--- src/rtl/pt_walk_unit.sv ---
module pt_walk_unit #(
  parameter int ASID_W = 8
) (
  input  logic              clk,
  input  logic              rst_n,
  input  logic              req_valid,
  input  logic [31:0]       req_va,
  input  logic [1:0]        req_kind,
  input  logic [ASID_W-1:0] req_asid,
  output logic              req_err,
  output logic              busy,
  input  logic [2:0]        cfg_split,
  input  logic [31:0]       cfg_base0,
  input  logic [31:0]       cfg_base1,
  input  logic              cfg_afe,
  output logic              mem_req_valid,
  input  logic              mem_req_ready,
  output logic [31:0]       mem_req_addr,
  input  logic              mem_rsp_valid,
  input  logic [31:0]       mem_rsp_data,
  output logic              fill_valid,
  output logic [19:0]       fill_vpn,
  output logic [19:0]       fill_pfn,
  output logic [19:0]       fill_size,
  output logic              fill_section,
  output logic              fill_global,
  output logic              fill_xn,
  output logic [2:0]        fill_ap,
  output logic [3:0]        fill_domain,
  output logic [ASID_W-1:0] fill_asid,
  output logic [4:0]        fill_texcb,
  output logic              fill_shared,
  output logic              fault_valid,
  output logic [1:0]        fault_kind,
  output logic              fault_level,
  output logic              fault_fetch,
  output logic              fault_write,
  output logic [3:0]        fault_domain,
  output logic [31:0]       fault_va
);

  typedef enum logic [2:0] {
    S_IDLE, S_L1_REQ, S_L1_WAIT, S_L2_REQ, S_L2_WAIT, S_DONE, S_FAULT
  } state_t;

  localparam logic [1:0] FK_XLAT  = 2'd1;
  localparam logic [1:0] FK_AFLAG = 2'd2;
  localparam logic [1:0] FK_UNSUP = 2'd3;

  state_t state;
  logic [31:0] va_q;
  logic        fetch_q, write_q, afe_q;
  logic [3:0]  l1dom_q;

  logic        use_hi;
  logic [2:0]  eff_n;
  logic [31:0] base_sel, l1_addr;
  logic [11:0] l1_idx;
  logic [31:0] d;

  assign use_hi   = (cfg_split != 3'd0) && ((req_va >> (6'd32 - {3'd0, cfg_split})) != 32'd0);
  assign eff_n    = use_hi ? 3'd0 : cfg_split;
  assign base_sel = use_hi ? cfg_base1 : cfg_base0;
  assign l1_idx   = req_va[31:20] & (12'hFFF >> eff_n);
  assign l1_addr  = (base_sel & (32'hFFFF_FFFF << (5'd14 - {2'd0, eff_n}))) | {18'd0, l1_idx, 2'b00};
  assign d        = mem_rsp_data;

  assign busy          = (state != S_IDLE);
  assign req_err       = req_valid && busy;
  assign mem_req_valid = (state == S_L1_REQ) || (state == S_L2_REQ);
  assign fill_valid    = (state == S_DONE);
  assign fault_valid   = (state == S_FAULT);
  assign fault_va      = va_q;

  always_ff @(posedge clk) begin
    if (!rst_n) begin
      state        <= S_IDLE;
      va_q         <= '0;
      fetch_q      <= 1'b0;
      write_q      <= 1'b0;
      afe_q        <= 1'b0;
      l1dom_q      <= '0;
      mem_req_addr <= '0;
      fill_vpn     <= '0;
      fill_pfn     <= '0;
      fill_size    <= '0;
      fill_section <= 1'b0;
      fill_global  <= 1'b0;
      fill_xn      <= 1'b0;
      fill_ap      <= '0;
      fill_domain  <= '0;
      fill_asid    <= '0;
      fill_texcb   <= '0;
      fill_shared  <= 1'b0;
      fault_kind   <= '0;
      fault_level  <= 1'b0;
      fault_fetch  <= 1'b0;
      fault_write  <= 1'b0;
      fault_domain <= '0;
    end else begin
      case (state)
        S_IDLE: if (req_valid) begin
          va_q         <= req_va;
          fetch_q      <= (req_kind == 2'd2);
          write_q      <= (req_kind == 2'd1);
          afe_q        <= cfg_afe;
          fill_asid    <= req_asid;
          mem_req_addr <= l1_addr;
          state        <= S_L1_REQ;
        end
        S_L1_REQ: if (mem_req_ready) state <= S_L1_WAIT;
        S_L2_REQ: if (mem_req_ready) state <= S_L2_WAIT;
        S_L1_WAIT: if (mem_rsp_valid) begin
          fault_fetch  <= fetch_q;
          fault_write  <= write_q;
          fault_level  <= 1'b0;
          fault_domain <= 4'd0;
          case (d[1:0])
            2'b01: begin
              mem_req_addr <= {d[31:10], va_q[19:12], 2'b00};
              l1dom_q      <= d[8:5];
              state        <= S_L2_REQ;
            end
            2'b10: begin
              if (d[18]) begin
                fault_kind <= FK_UNSUP;
                state      <= S_FAULT;
              end else if (afe_q && !d[10]) begin
                fault_kind <= FK_AFLAG;
                state      <= S_FAULT;
              end else begin
                fill_pfn     <= {8'd0, d[31:20]};
                fill_vpn     <= {8'd0, va_q[31:20]};
                fill_size    <= 20'hFFFFF;
                fill_section <= 1'b1;
                fill_global  <= !d[17];
                fill_xn      <= d[4];
                fill_ap      <= {d[15], d[11:10]};
                fill_domain  <= d[8:5];
                fill_texcb   <= {d[14:12], d[3:2]};
                fill_shared  <= d[16];
                state        <= S_DONE;
              end
            end
            default: begin
              fault_kind <= FK_XLAT;
              state      <= S_FAULT;
            end
          endcase
        end
        S_L2_WAIT: if (mem_rsp_valid) begin
          fault_level <= 1'b1;
          if (d[1:0] == 2'b00) begin
            fault_kind   <= FK_XLAT;
            fault_domain <= l1dom_q;
            state        <= S_FAULT;
          end else if (afe_q && !d[4]) begin
            fault_kind   <= FK_AFLAG;
            fault_domain <= 4'd0;
            state        <= S_FAULT;
          end else begin
            if (d[1]) begin
              fill_pfn   <= d[31:12];
              fill_vpn   <= va_q[31:12];
              fill_size  <= 20'h00FFF;
              fill_xn    <= d[0];
              fill_texcb <= {d[8:6], d[3:2]};
            end else begin
              fill_pfn   <= {4'd0, d[31:16]};
              fill_vpn   <= {4'd0, va_q[31:16]};
              fill_size  <= 20'h0FFFF;
              fill_xn    <= d[15];
              fill_texcb <= {d[14:12], d[3:2]};
            end
            fill_section <= 1'b0;
            fill_global  <= !d[11];
            fill_ap      <= {d[9], d[5:4]};
            fill_domain  <= l1dom_q;
            fill_shared  <= d[10];
            state        <= S_DONE;
          end
        end
        default: state <= S_IDLE;
      endcase
    end
  end

  assert_req_hold_R12: assert property (@(posedge clk) disable iff (!rst_n)
    (mem_req_valid && !mem_req_ready) |=> (mem_req_valid && $stable(mem_req_addr)));

  assert_walk_frozen_R10: assert property (@(posedge clk) disable iff (!rst_n)
    (busy && req_valid) |=> $stable(va_q));

  assert_fill_pulse_R11: assert property (@(posedge clk) disable iff (!rst_n)
    (fill_valid || fault_valid) |=> (!fill_valid && !fault_valid && !busy));

  assert_section_size_R4: assert property (@(posedge clk) disable iff (!rst_n)
    (fill_valid && fill_section) |-> (fill_size == 20'hFFFFF));

  assert_unsup_level_R9: assert property (@(posedge clk) disable iff (!rst_n)
    (fault_valid && fault_kind == FK_UNSUP) |-> !fault_level);

  assert_l2_domain_R7: assert property (@(posedge clk) disable iff (!rst_n)
    (fault_valid && fault_level && fault_kind == FK_XLAT) |-> (fault_domain == l1dom_q));

endmodule

--- config.mk ---
export PLATFORM = sky130hd
export DESIGN_NAME = pt_walk_unit
export DESIGN_NICKNAME = d
export VERILOG_FILES = /design/src/rtl/pt_walk_unit.sv
export SDC_FILE = /design/constraint.sdc
export NUM_CORES = 1
export LEC_CHECK = 0
export ABC_AREA = 1
export ABC_CLOCK_PERIOD_IN_PS = 6900
export BUFFER_PORTS_ARGS = -buffer_cell sky130_fd_sc_hd__buf_2
export CAP_MARGIN = 0
export CORE_UTILIZATION = 52
export CTS_CLUSTER_SIZE = 14
export DETAILED_ROUTE_END_ITERATION = 8
export HOLD_SLACK_MARGIN = 0.06
export PLACE_DENSITY = 0.86
export SLEW_MARGIN = 20
export SYNTH_ARGS = -nofsm -noshare
export SYNTH_HDL_FRONTEND = slang
export SYNTH_SLANG_ARGS = --single-unit
--- constraint.sdc ---
create_clock -name clk -period 6.9 [get_ports clk]
set_input_delay 1.035 -clock clk [delete_from_list [all_inputs] [get_ports clk]]
set_output_delay 1.035 -clock clk [all_outputs]
set_load 0.03 [all_outputs]
==> flow_metrics.env, run 1 <==
export IMPL_status="complete, no violations"
export IMPL_synth_flop_cell="dfxtp_1"
export IMPL_cts_made_buffers=17
export IMPL_insertion_delay_ns=0.42
export IMPL_drt_iter0_drc=898
export IMPL_fin_crit_sh=0.6143
export IMPL_cts_sinks=149
export IMPL_clk_pin_slew_ns=0.06
export IMPL_cp_start_kind="primary input"
export IMPL_critPathKind="primary input to register"
export IMPL_clockBufferDepth=2
export IMPL_firstDrtPassIters=8
export IMPL_syn_num_nets=1204
export IMPL_relSlewSlack=0.2861
export IMPL_period_minus_slack_ns=4.239
export IMPL_timing_final_ws_setup_ns=2.661
export IMPL_cts_resized=0
export IMPL_grt_overflow=0
export IMPL_rsz0062_at_grt="no"
export IMPL_fin_area_um2=9196
export IMPL_worstHoldStart="fill_pfn[15]"
export IMPL_wl_per_cell_um=16.84
export IMPL_antenna_found_initial=2
export IMPL_p_per_area_nw_per_um2=453.4
export IMPL_finalWirelength_mm=25.02
export IMPL_ant_nets=0
export IMPL_arrival_ns=4.58
export IMPL_synth_seq_cells=149
export IMPL_cp_max_fo=78
export IMPL_pre_cts_ws_ns=2.350
export IMPL_initial_core_util=0.5396
export IMPL_p_leak_nw=4.593
export IMPL_yosysTopAreaCellShare=0.4125
export IMPL_worstSetupEndpointType="register"
export IMPL_synth_edf_count=0
export IMPL_gp_congestion=0.9269
export IMPL_startpoint="mem_rsp_data[1]"
export IMPL_cts_tree="built"
export IMPL_post_cts_buffers=0
export IMPL_power_mw=4.170
export IMPL_root_buffer="clkbuf_16"
export IMPL_syn_inst=1046
export IMPL_grt_pass1_vias=7391
export IMPL_synth_most_common_cell="nand2_1"
export IMPL_drive_gt1_frac=0.2821
export IMPL_ys_warn_count=0
export IMPL_rows=42
export IMPL_fin_skew_ns=0.007213
export IMPL_grt_pass1_wl_mm=38.44
export IMPL_fp_coreArea_um2=13400
export IMPL_die_w_um=119.9
export IMPL_postCtsHoldBufs=0
export IMPL_ys_seq_area_frac=0.4125
export IMPL_hold_class="register to register"
export IMPL_finalSetupViolations=0
export IMPL_dp_hpwl_mm=17.85
export IMPL_placed_cell_area_um2=8637
export IMPL_tightestPinTransition_ns=1.071
export IMPL_cp_required_ns=7.24
export IMPL_fp_dieH_um=119.9
export IMPL_ys_types=31
export IMPL_maxCapViolCount=0
export IMPL_fmax_mhz=235.9
export IMPL_drcViolationCount=0
export IMPL_cts_max_level=4
export IMPL_grt_max_degree=79
export IMPL_viasPerCell=5.524
export IMPL_layout_nets=1454
export IMPL_area_growth_syn_to_layout_pct=27.18
export IMPL_fin_setup_tns_ns=0
export IMPL_synth_common_cells="nand2_1 (250), o21ai_0 (157), dfxtp_1 (149)"
export IMPL_die_area_um2=14380
export IMPL_synth_largest_area_cell="dfxtp_1"
export IMPL_ir_drop_mv=0.2396
export IMPL_hold_viol_final=0
export IMPL_syn_cell_area_um2=7231
export IMPL_async_flop_share=0
export IMPL_reg2reg_from="state[0]"
export IMPL_synth_area_top_cells="dfxtp_1 (41%), nand2_1 (13%), o21ai_0 (11%), a21oi_1 (7.5%), nor2_1 (4.8%)"
export IMPL_io_buffers=307
export IMPL_ios=309
export IMPL_avgSynthCellArea_um2=6.913
export IMPL_vias=8209
export IMPL_final_max_slew_viol_count=0
export IMPL_grt_usage=0.3460
## through the flow
stage / cells / hold WS [ns] / utilization
2_1_floorplan: 1046 / 0.4297 / -
3_3_place_gp: 1453 / 0.4460 / 0.6445
4_1_cts: 1484 / 0.4610 / 0.6859
3_5_place_dp: 1453 / 0.4526 / 0.6445
5_1_grt: 1486 / 0.4756 / 0.6863
6_report: 1486 / 0.4602 / 0.6863
## power by group
part	switching, mW	internal [mW]
registers	0.173	1.12
logic	1.47	0.528
clock network	0.353	0.521
## logic make-up after synthesis
kind of cell / after synthesis / share of synthesized area
simple gates: 381 / 0.2125
compound gates: 344 / 0.2585
buf+inv: 161 / 0.09742
flops: 149 / 0.4125
fa+ha+maj: 11 / 0.01903
## registers in the layout, indices dropped and copies added, names as in the netlist, 3 cells and up
name and flops:
state 3, fill_size 3, fill_texcb 5, fill_asid 8, fault_va 32, mem_req_addr 32, l1dom_q 4, fault_domain 4
fill_domain 4, fill_pfn 20, fill_vpn 20, fill_ap 3
## worst paths after layout
kind,slack (ns),cells after the start,endpoint
worst min-delay path,0.46,2,fill_pfn[15]
worst max-delay path,2.66,12,fill_vpn[16]
worst max register to register,2.67,12,fill_vpn[16]
worst min register to register,0.46,2,fill_pfn[15]
## layout by cell type, fill, tap and decap left out, drive strengths merged
master,instances
a211oi,4
nor2,96
clkbuf,23
diode,2
o211ai,9
buf,315
ha,11
nand3,14
nor3,7
clkinvlp,3
nand4,6
dfxtp,149
nand2,252
a21oi,108
a22oi,6
bufinv,1
o31ai,1
inv,75
o21bai,19
or2,6
a31oi,37
clkinv,6
o21ai,160
## metal layers
layer	up-vias	global-route usage	wire length [µm]
li1	3958	-	-
met2	473	0.5571	11540
met3	74	0.07367	2284
met5	-	0	0
met4	0	0.1625	1007
met1	3704	0.4403	10190
## critical path: stages
cell and delay (ns):
buf_2 0.07, buf_4 0.43, inv_1 0.43, ha_1 0.40, a21oi_1 0.26, o21ai_1 0.13, nor3_4 0.15, buf_4 0.59
inv_2 0.36, nor3_4 0.39, nand2_1 0.12, a21oi_1 0.17
## cell type report
type | count | area, µm²
Antenna cell | 2 | 5.005
Clock buffer | 23 | 478.0
Clock inverter | 8 | 76.32
Fill cell | 1184 | 4204
Inverter | 77 | 289.0
Multi-Input combinational cell | 736 | 3548
Sequential cell | 149 | 2983
Tap cell | 176 | 220.2
Timing Repair Buffer | 315 | 1597
No activity file was read; power rests on OpenSTA's default activity.
==> run 2: changes to the inputs <==
==> config.mk (replaced) <==
export PLATFORM = sky130hd
export DESIGN_NAME = pt_walk_unit
export DESIGN_NICKNAME = d
export VERILOG_FILES = /design/src/rtl/pt_walk_unit.sv
export SDC_FILE = /design/constraint.sdc
export NUM_CORES = 1
export LEC_CHECK = 0
export ABC_AREA = 0
export ABC_CLOCK_PERIOD_IN_PS = 3950
export BUFFER_PORTS_ARGS = -buffer_cell sky130_fd_sc_hd__buf_2
export CAP_MARGIN = 0
export CORE_UTILIZATION = 49
export CTS_CLUSTER_SIZE = 14
export DETAILED_ROUTE_END_ITERATION = 8
export HOLD_SLACK_MARGIN = 0.06
export PLACE_DENSITY = 0.81
export SLEW_MARGIN = 20
export SYNTH_ARGS = -nofsm -noshare
export SYNTH_HDL_FRONTEND = slang
export SYNTH_SLANG_ARGS = --single-unit
==> constraint.sdc (replaced) <==
create_clock -name clk -period 3.95 [get_ports clk]
set_input_delay 0.5925 -clock clk [delete_from_list [all_inputs] [get_ports clk]]
set_output_delay 0.5925 -clock clk [all_outputs]
set_load 0.03 [all_outputs]
==> run 2 against run 1 <==
Compared with the run above: utilization down 4.4 points; combinational power up 4%; largest power group unchanged; sequential share of layout area fell by 1.9 points; design area increased by 6.1%; flip-flop and latch count unchanged; sequential power is 50% higher; setup slack worse by 2.0 ns; critical path type unchanged; via count fell by 6.3%; critical endpoint is now mem_req_addr[10]; first-iteration DRC count shrank 28%.
==> flow_metrics.env, run 2 <==
export IMPL_die_area_um2=16050
export IMPL_fp_coreArea_um2=15200
export IMPL_finalSetupViolations=0
export IMPL_avgSynthCellArea_um2=8.491
export IMPL_firstDrtPassIters=5
export IMPL_placed_cell_area_um2=9155
export IMPL_final_cell_mix="buf_2 (299), dfxtp_1 (149), nand2_1 (145), mux2i_1 (65), a21boi_0 (54)"
export IMPL_grt_pass1_wl_mm=38.41
export IMPL_synth_area_top_cells="dfxtp_1 (39%), mux2i_1 (8.5%), nand2_1 (7.2%), a21boi_0 (5.3%), nor2b_1 (3.9%)"
export IMPL_synth_flop_cell="dfxtp_1"
export IMPL_reg2reg_from="state[2]"
export IMPL_ir_drop_mv=0.4071
export IMPL_final_max_slew_viol_count=0
export IMPL_post_cts_buffers=0
export IMPL_yosys_area_share_xor_xnor=0
export IMPL_ys_seq_area_frac=0.3917
export IMPL_arrival_ns=3.58
export IMPL_tightestPinTransition_ns=0.9404
export IMPL_grt_overflow=0
export IMPL_multi_input_area_um2=4214
export IMPL_wl_per_cell_um=18.57
export IMPL_reg2reg_to="fill_vpn[16]"
export IMPL_syn_inst=897
export IMPL_synth_largest_area_cell="dfxtp_1"
export IMPL_vias=7695
export IMPL_cts_tree="built"
export IMPL_initial_core_util=0.5010
export IMPL_layout_nets=1307
export IMPL_r2r_slack_ns=1.35
export IMPL_fp_dieH_um=126.7
export IMPL_area_growth_syn_to_layout_pct=28.17
export IMPL_synth_common_cells="dfxtp_1 (149), nand2_1 (146), mux2i_1 (65)"
export IMPL_worstSetupEndpointType="register"
export IMPL_cp_cell_sequence="buf_2, inv_1, ha_1, ha_1, nor4_1, a211o_1, a21oi_1, nor2_1, ha_1, inv_1, ha_1, nor2b_1, and2_0, a221oi_1, o2bb2ai_1"
export IMPL_relSlewSlack=0.3731
export IMPL_synth_most_common_cell="dfxtp_1"
export IMPL_maxCapViolCount=0
export IMPL_die_w_um=126.7
export IMPL_period_minus_slack_ns=3.274
export IMPL_async_flop_share=0
export IMPL_layout_commonest_cell="buf_2"
export IMPL_io_buffers=300
export IMPL_path_delay_family="adder cells"
export IMPL_power_mw=5.720
export IMPL_timing_critical_path_mode_cell="ha_1"
export IMPL_dp_hpwl_mm=18.31
export IMPL_crit_buf_inv=3
export IMPL_ant_nets=0
export IMPL_p_per_area_nw_per_um2=586.0
export IMPL_ys_types=64
export IMPL_cts_sinks=149
export IMPL_antenna_found_initial=5
export IMPL_cts_max_level=4
export IMPL_cp_slowest_stage_delay_ns=0.37
export IMPL_slowest_stage="nor4_1"
export IMPL_hold_viol_final=0
export IMPL_grt_usage=0.3112
export IMPL_worstHoldStart="req_va[15]"
export IMPL_syn_cell_area_um2=7616
export IMPL_startpoint="cfg_split[1]"
export IMPL_cp_required_ns=4.26
export IMPL_fin_area_um2=9762
export IMPL_fin_skew_ns=0.01063
export IMPL_cp_max_fo=6
export IMPL_ios=309
export IMPL_critPathKind="primary input to register"
export IMPL_grt_pass1_vias=6969
export IMPL_cts_made_buffers=17
export IMPL_hold_depth=3
export IMPL_fmax_mhz=305.5
export IMPL_cts_resized=0
export IMPL_drt_iter0_drc=650
export IMPL_grt_max_degree=65
export IMPL_viasPerCell=5.696
export IMPL_rsz0062_at_grt="no"
export IMPL_synth_compound_area_frac=0.2330
export IMPL_synthMuxAreaShare=0.08839
export IMPL_synth_fa_ha_area_frac=0.01807
export IMPL_finalWirelength_mm=25.08
export IMPL_postCtsHoldBufs=0
export IMPL_insertion_delay_ns=0.43
export IMPL_clk_pin_slew_ns=0.07
export IMPL_synth_edf_count=0
export IMPL_drcViolationCount=0
export IMPL_ys_warn_count=0
export IMPL_nFillCells=1349
export IMPL_gp_congestion=0.9534
export IMPL_p_leak_nw=4.635
export IMPL_status="complete, no violations"
export IMPL_root_buffer="clkbuf_16"
export IMPL_fin_crit_sh=0.8288
export IMPL_yosysTopAreaCellShare=0.3917
export IMPL_finish_utilization=0.6421
export IMPL_min_to="fault_va[15]"
export IMPL_r2r_cells=5
export IMPL_clockBufferDepth=2
export IMPL_syn_num_nets=1055
export IMPL_hold_class="primary input to register"
export IMPL_rows=45
export IMPL_synth_top_family_by_area="compound AO/OA/AOI/OAI gates"
export IMPL_seq_area_um2=2983
export IMPL_cp_start_kind="primary input"
export IMPL_fin_setup_tns_ns=0
export IMPL_drive_gt1_frac=0.3201
export IMPL_synth_simple_area_share=0.2063
export IMPL_synth_seq_cells=149
==> run 2: cell types whose count changed after synthesis, moves of 22 or more <==
cell and delta:
o21ai_0 -136, a21boi_0 +54, mux2i_1 +65, nor2b_1 +47
a211oi_1 +22, nand2_1 -104, a31oi_1 -30, nand2b_1 +24
a21oi_1 -65, nor2_1 -52, inv_1 -51
==> run 2: routing by layer <==
metal	routed length [µm]	GRT usage	vias up
li1	-	-	3682
met1	10660	0.3931	3562
met2	11630	0.5063	387
met3	2040	0.07465	58
met4	707	0.1373	6
met5	41	0	-
==> run 2: how the worst max path moves through the flow <==
stage	endpoint	slack (ns)	cells past startpoint
after floorplan	mem_req_addr[10]	0.61	16
after global placement	mem_req_addr[10]	0.28	15
after detailed placement	mem_req_addr[10]	0.27	15
after CTS	mem_req_addr[10]	0.72	15
after global routing	mem_req_addr[10]	0.46	15
final	mem_req_addr[10]	0.68	15
==> run 2: cells by family after synthesis <==
family,Yosys count
AOI/OAI and AO/OA,243
adders and majority gates,11
DFF,149
muxes,67
and+or+nand+nor,324
buffers and inverters,103
==> run 2: area by class of cell <==
class,count,area share
clock inverter,15,0.01833
clock buffer,17,0.04358
antenna,1,0.0002563
sequential,149,0.3056
tap,188,0.02410
multi-input combinational,645,0.4317
timing repair buffer,319,0.1700
inverter,17,0.006537
==> run 2: per-stage QoR <==
step / hold slack, ns / setup slack [ns] / std cells
floorplan: 0.4412 / 0.6105 / 897
global placement: 0.4465 / 0.2767 / 1318
detailed placement: 0.4539 / 0.2742 / 1318
CTS: 0.3961 / 0.7206 / 1350
global route: 0.4086 / 0.4600 / 1350
finish: 0.4011 / 0.6762 / 1351
==> run 2: worst register-to-register path, cell delays in order, from the launching register on <==
cell and delay (ns):
dfxtp_1 0.49, nor3b_4 0.48, nand3_1 0.51, nor2_1 0.76, a22oi_1 0.14, nor2b_1 0.17
==> run 2: power breakdown <==
part | switching, mW | internal (mW)
logic | 1.44 | 0.654
clock network | 0.722 | 0.960
registers | 0.209 | 1.74
total | 2.37 | 3.35
==> run 3: changes to the inputs <==
--- a/config.mk
+++ b/config.mk
@@ -6,7 +6,7 @@
 export NUM_CORES = 1
 export LEC_CHECK = 0
 export ABC_AREA = 0
-export ABC_CLOCK_PERIOD_IN_PS = 3950
+export ABC_CLOCK_PERIOD_IN_PS = 3200
 export BUFFER_PORTS_ARGS = -buffer_cell sky130_fd_sc_hd__buf_2
 export CAP_MARGIN = 0
 export CORE_UTILIZATION = 49
==> constraint.sdc (replaced) <==
create_clock -name clk -period 3.2 [get_ports clk]
set_input_delay 0.48 -clock clk [delete_from_list [all_inputs] [get_ports clk]]
set_output_delay 0.48 -clock clk [all_outputs]
set_load 0.03 [all_outputs]
==> run 3 against run 2 <==
Compared with the run above: sequential share of layout area is 0.33 points lower; via count hardly changed; critical endpoint is now req_err; utilization is 0.70 points higher; power is 21% higher; final cell count is 1.2% higher; first-iteration DRC count is 6.2% lower; global-route usage is 0.39 points lower; wire length is 0.67% lower; critical path depth is 10 lower; setup slack worse by 0.43 ns.
==> flow_metrics.env, run 3 (synthesized netlist as in run 2, its figures left out) <==
export IMPL_cp_max_fo=14
export IMPL_r2r_cells=7
export IMPL_p_leak_nw=4.681
export IMPL_layout_nets=1322
export IMPL_cts_tree="built"
export IMPL_final_cell_mix="buf_2 (299), dfxtp_1 (149), nand2_1 (146), mux2i_1 (65), a21boi_0 (54)"
export IMPL_r2r_slack_ns=0.62
export IMPL_reg2reg_to="fill_vpn[1]"
export IMPL_drcViolationCount=0
export IMPL_status="complete, no violations"
export IMPL_io_buffers=300
export IMPL_postCtsHoldBufs=0
export IMPL_area_growth_syn_to_layout_pct=29.57
export IMPL_cts_made_buffers=17
export IMPL_cp_depth=5
export IMPL_post_cts_buffers=0
export IMPL_hold_class="primary input to register"
export IMPL_cts_sinks=149
export IMPL_antenna_found_initial=5
export IMPL_gp_congestion=0.9145
export IMPL_crit_path_end="req_err"
export IMPL_multi_input_area_um2=4230
export IMPL_rows=45
export IMPL_firstDrtPassIters=5
export IMPL_grt_use_met2=0.4833
export IMPL_cts_resized=0
export IMPL_path_delay_family="simple AND/OR/NAND/NOR gates"
export IMPL_maxCapViolCount=0
export IMPL_cp_start_kind="register"
export IMPL_cp_cell_sequence="nor2_1, nand2_1, nand2_1, and2_1, buf_2"
export IMPL_timing_critical_path_mode_cell="nand2_1"
export IMPL_fin_crit_sh=0.9242
export IMPL_grt_use_met3=0.07507
export IMPL_tightestPinTransition_ns=0.9839
export IMPL_switching_share=0.4093
export IMPL_reg2reg_from="state[1]"
export IMPL_cts_max_level=4
export IMPL_ir_drop_mv=0.4081
export IMPL_drive_gt1_frac=0.3263
export IMPL_clockBufferDepth=2
export IMPL_crit_buf_inv=1
export IMPL_drt_iter0_drc=610
export IMPL_power_switching_mw=2.833
export IMPL_fp_dieH_um=126.7
export IMPL_busiest_layer="met2"
export IMPL_root_buffer="clkbuf_16"
export IMPL_hold_viol_final=0
export IMPL_cp_required_ns=2.72
export IMPL_clk_pin_slew_ns=0.06
export IMPL_final_max_slew_viol_count=0
export IMPL_p_per_area_nw_per_um2=701.4
export IMPL_power_frac_seq=0.346
export IMPL_finalWirelength_mm=24.92
export IMPL_initial_core_util=0.5010
export IMPL_relSlewSlack=0.3440
export IMPL_met1_usage=0.4047
export IMPL_grt_pass1_wl_mm=37.67
export IMPL_startpoint="state[0]"
export IMPL_fmax_mhz=338.1
export IMPL_dp_hpwl_mm=18.44
export IMPL_vias=7692
export IMPL_layout_commonest_cell="buf_2"
export IMPL_fp_coreArea_um2=15200
export IMPL_critPathKind="register to output pin"
export IMPL_grt_overflow=0
export IMPL_die_w_um=126.7
export IMPL_rsz0062_at_grt="no"
export IMPL_timing_final_ws_setup_ns=0.2425
export IMPL_ios=309
export IMPL_ant_nets=0
export IMPL_holdWs_ns=0.2977
export IMPL_fin_skew_ns=0.008339
export IMPL_slowest_stage="nor2_1"
export IMPL_combPwrFrac=0.380
export IMPL_pre_cts_ws_ns=0.08754
export IMPL_pwr_share_clk=0.274
export IMPL_grt_pass1_vias=6853
export IMPL_grt_max_degree=70
export IMPL_nFillCells=1326
export IMPL_arrival_ns=2.48
export IMPL_p_int_mw=4.089
export IMPL_insertion_delay_ns=0.43
export IMPL_cp_slowest_stage_delay_ns=0.50
export IMPL_grt_usage=0.3073
export IMPL_period_minus_slack_ns=2.957
export IMPL_worstSetupEndpointType="output pin"
export IMPL_fin_setup_tns_ns=0
export IMPL_viasPerCell=5.627
export IMPL_finalSetupViolations=0
export IMPL_wl_per_cell_um=18.23
export IMPL_seq_area_um2=2983
export IMPL_die_area_um2=16050
==> run 3: changes by cell type in the layout (fill, tap and decap cells not counted), moves of 2 or more <==
cell        previous run  this run
buf_12                 1         3
inv_8                  3         0
inv_6                  8         1
buf_4                 19        32
clkinv_2               0         2
clkinv_4               0         2
clkbuf_1               0         3
clkinvlp_4             2         5
==> run 3: power groups by stage <==
stage	Combinational [mW]	Sequential (mW)	Clock, mW
floorplan	1.28	2.89	0
global placement	2.58	2.42	0
detailed placement	2.62	2.43	0
CTS	2.63	2.39	1.91
global route	2.84	2.43	2.00
finish	2.63	2.39	1.90
==> run 3: per-layer routing <==
| layer | vias to the layer above | part of all wire |
|---|---|---|
| met1 | 3588 | 0.44 |
| met2 | 348 | 0.46 |
| met4 | 6 | 0.026 |
| met3 | 44 | 0.077 |
| li1 | 3706 | - |
| met5 | - | 0.0017 |
==> run 3: area by class of cell <==
cell class | count | share of cell area
diodes | 2 | 0.0005072
clock buffers | 21 | 0.04564
clock inverters | 11 | 0.01052
inverters | 17 | 0.006466
multi-input cells | 645 | 0.4287
flip-flops and latches | 149 | 0.3023
well taps | 188 | 0.02384
repair buffers | 334 | 0.1821
==> run 3: worst min path at each step <==
stage             startpoint             to  slack, ns  depth (start not counted)
6_report           req_va[1]    fault_va[1]       0.30                          3
5_1_grt            req_va[7]    fault_va[7]       0.29                          3
2_1_floorplan        fetch_q        fetch_q       0.44                          2
3_3_place_gp   fill_texcb[1]  fill_texcb[1]       0.45                          2
4_1_cts            req_va[6]    fault_va[6]       0.29                          3
3_5_place_dp     fault_va[1]    fault_va[1]       0.45                          2
==> run 3: through the flow <==
step	power, mW	area [µm²]	util	std cells
after global routing	7.272	9866	0.6490	1366
after floorplan	4.170	7635	-	897
after CTS	6.931	9863	0.6488	1365
after global placement	5.007	9309	0.6123	1333
final	6.922	9868	0.6491	1367
after detailed placement	5.045	9309	0.6123	1333
==> run 3: worst reg2reg max path, delay by kind of cell, from the launching register on <==
kind	cells	cell delay, ns
DFF	1	0.60
buffers and inverters	1	0.34
and+or+nand+nor	3	1.09
AOI/OAI and AO/OA	3	0.49
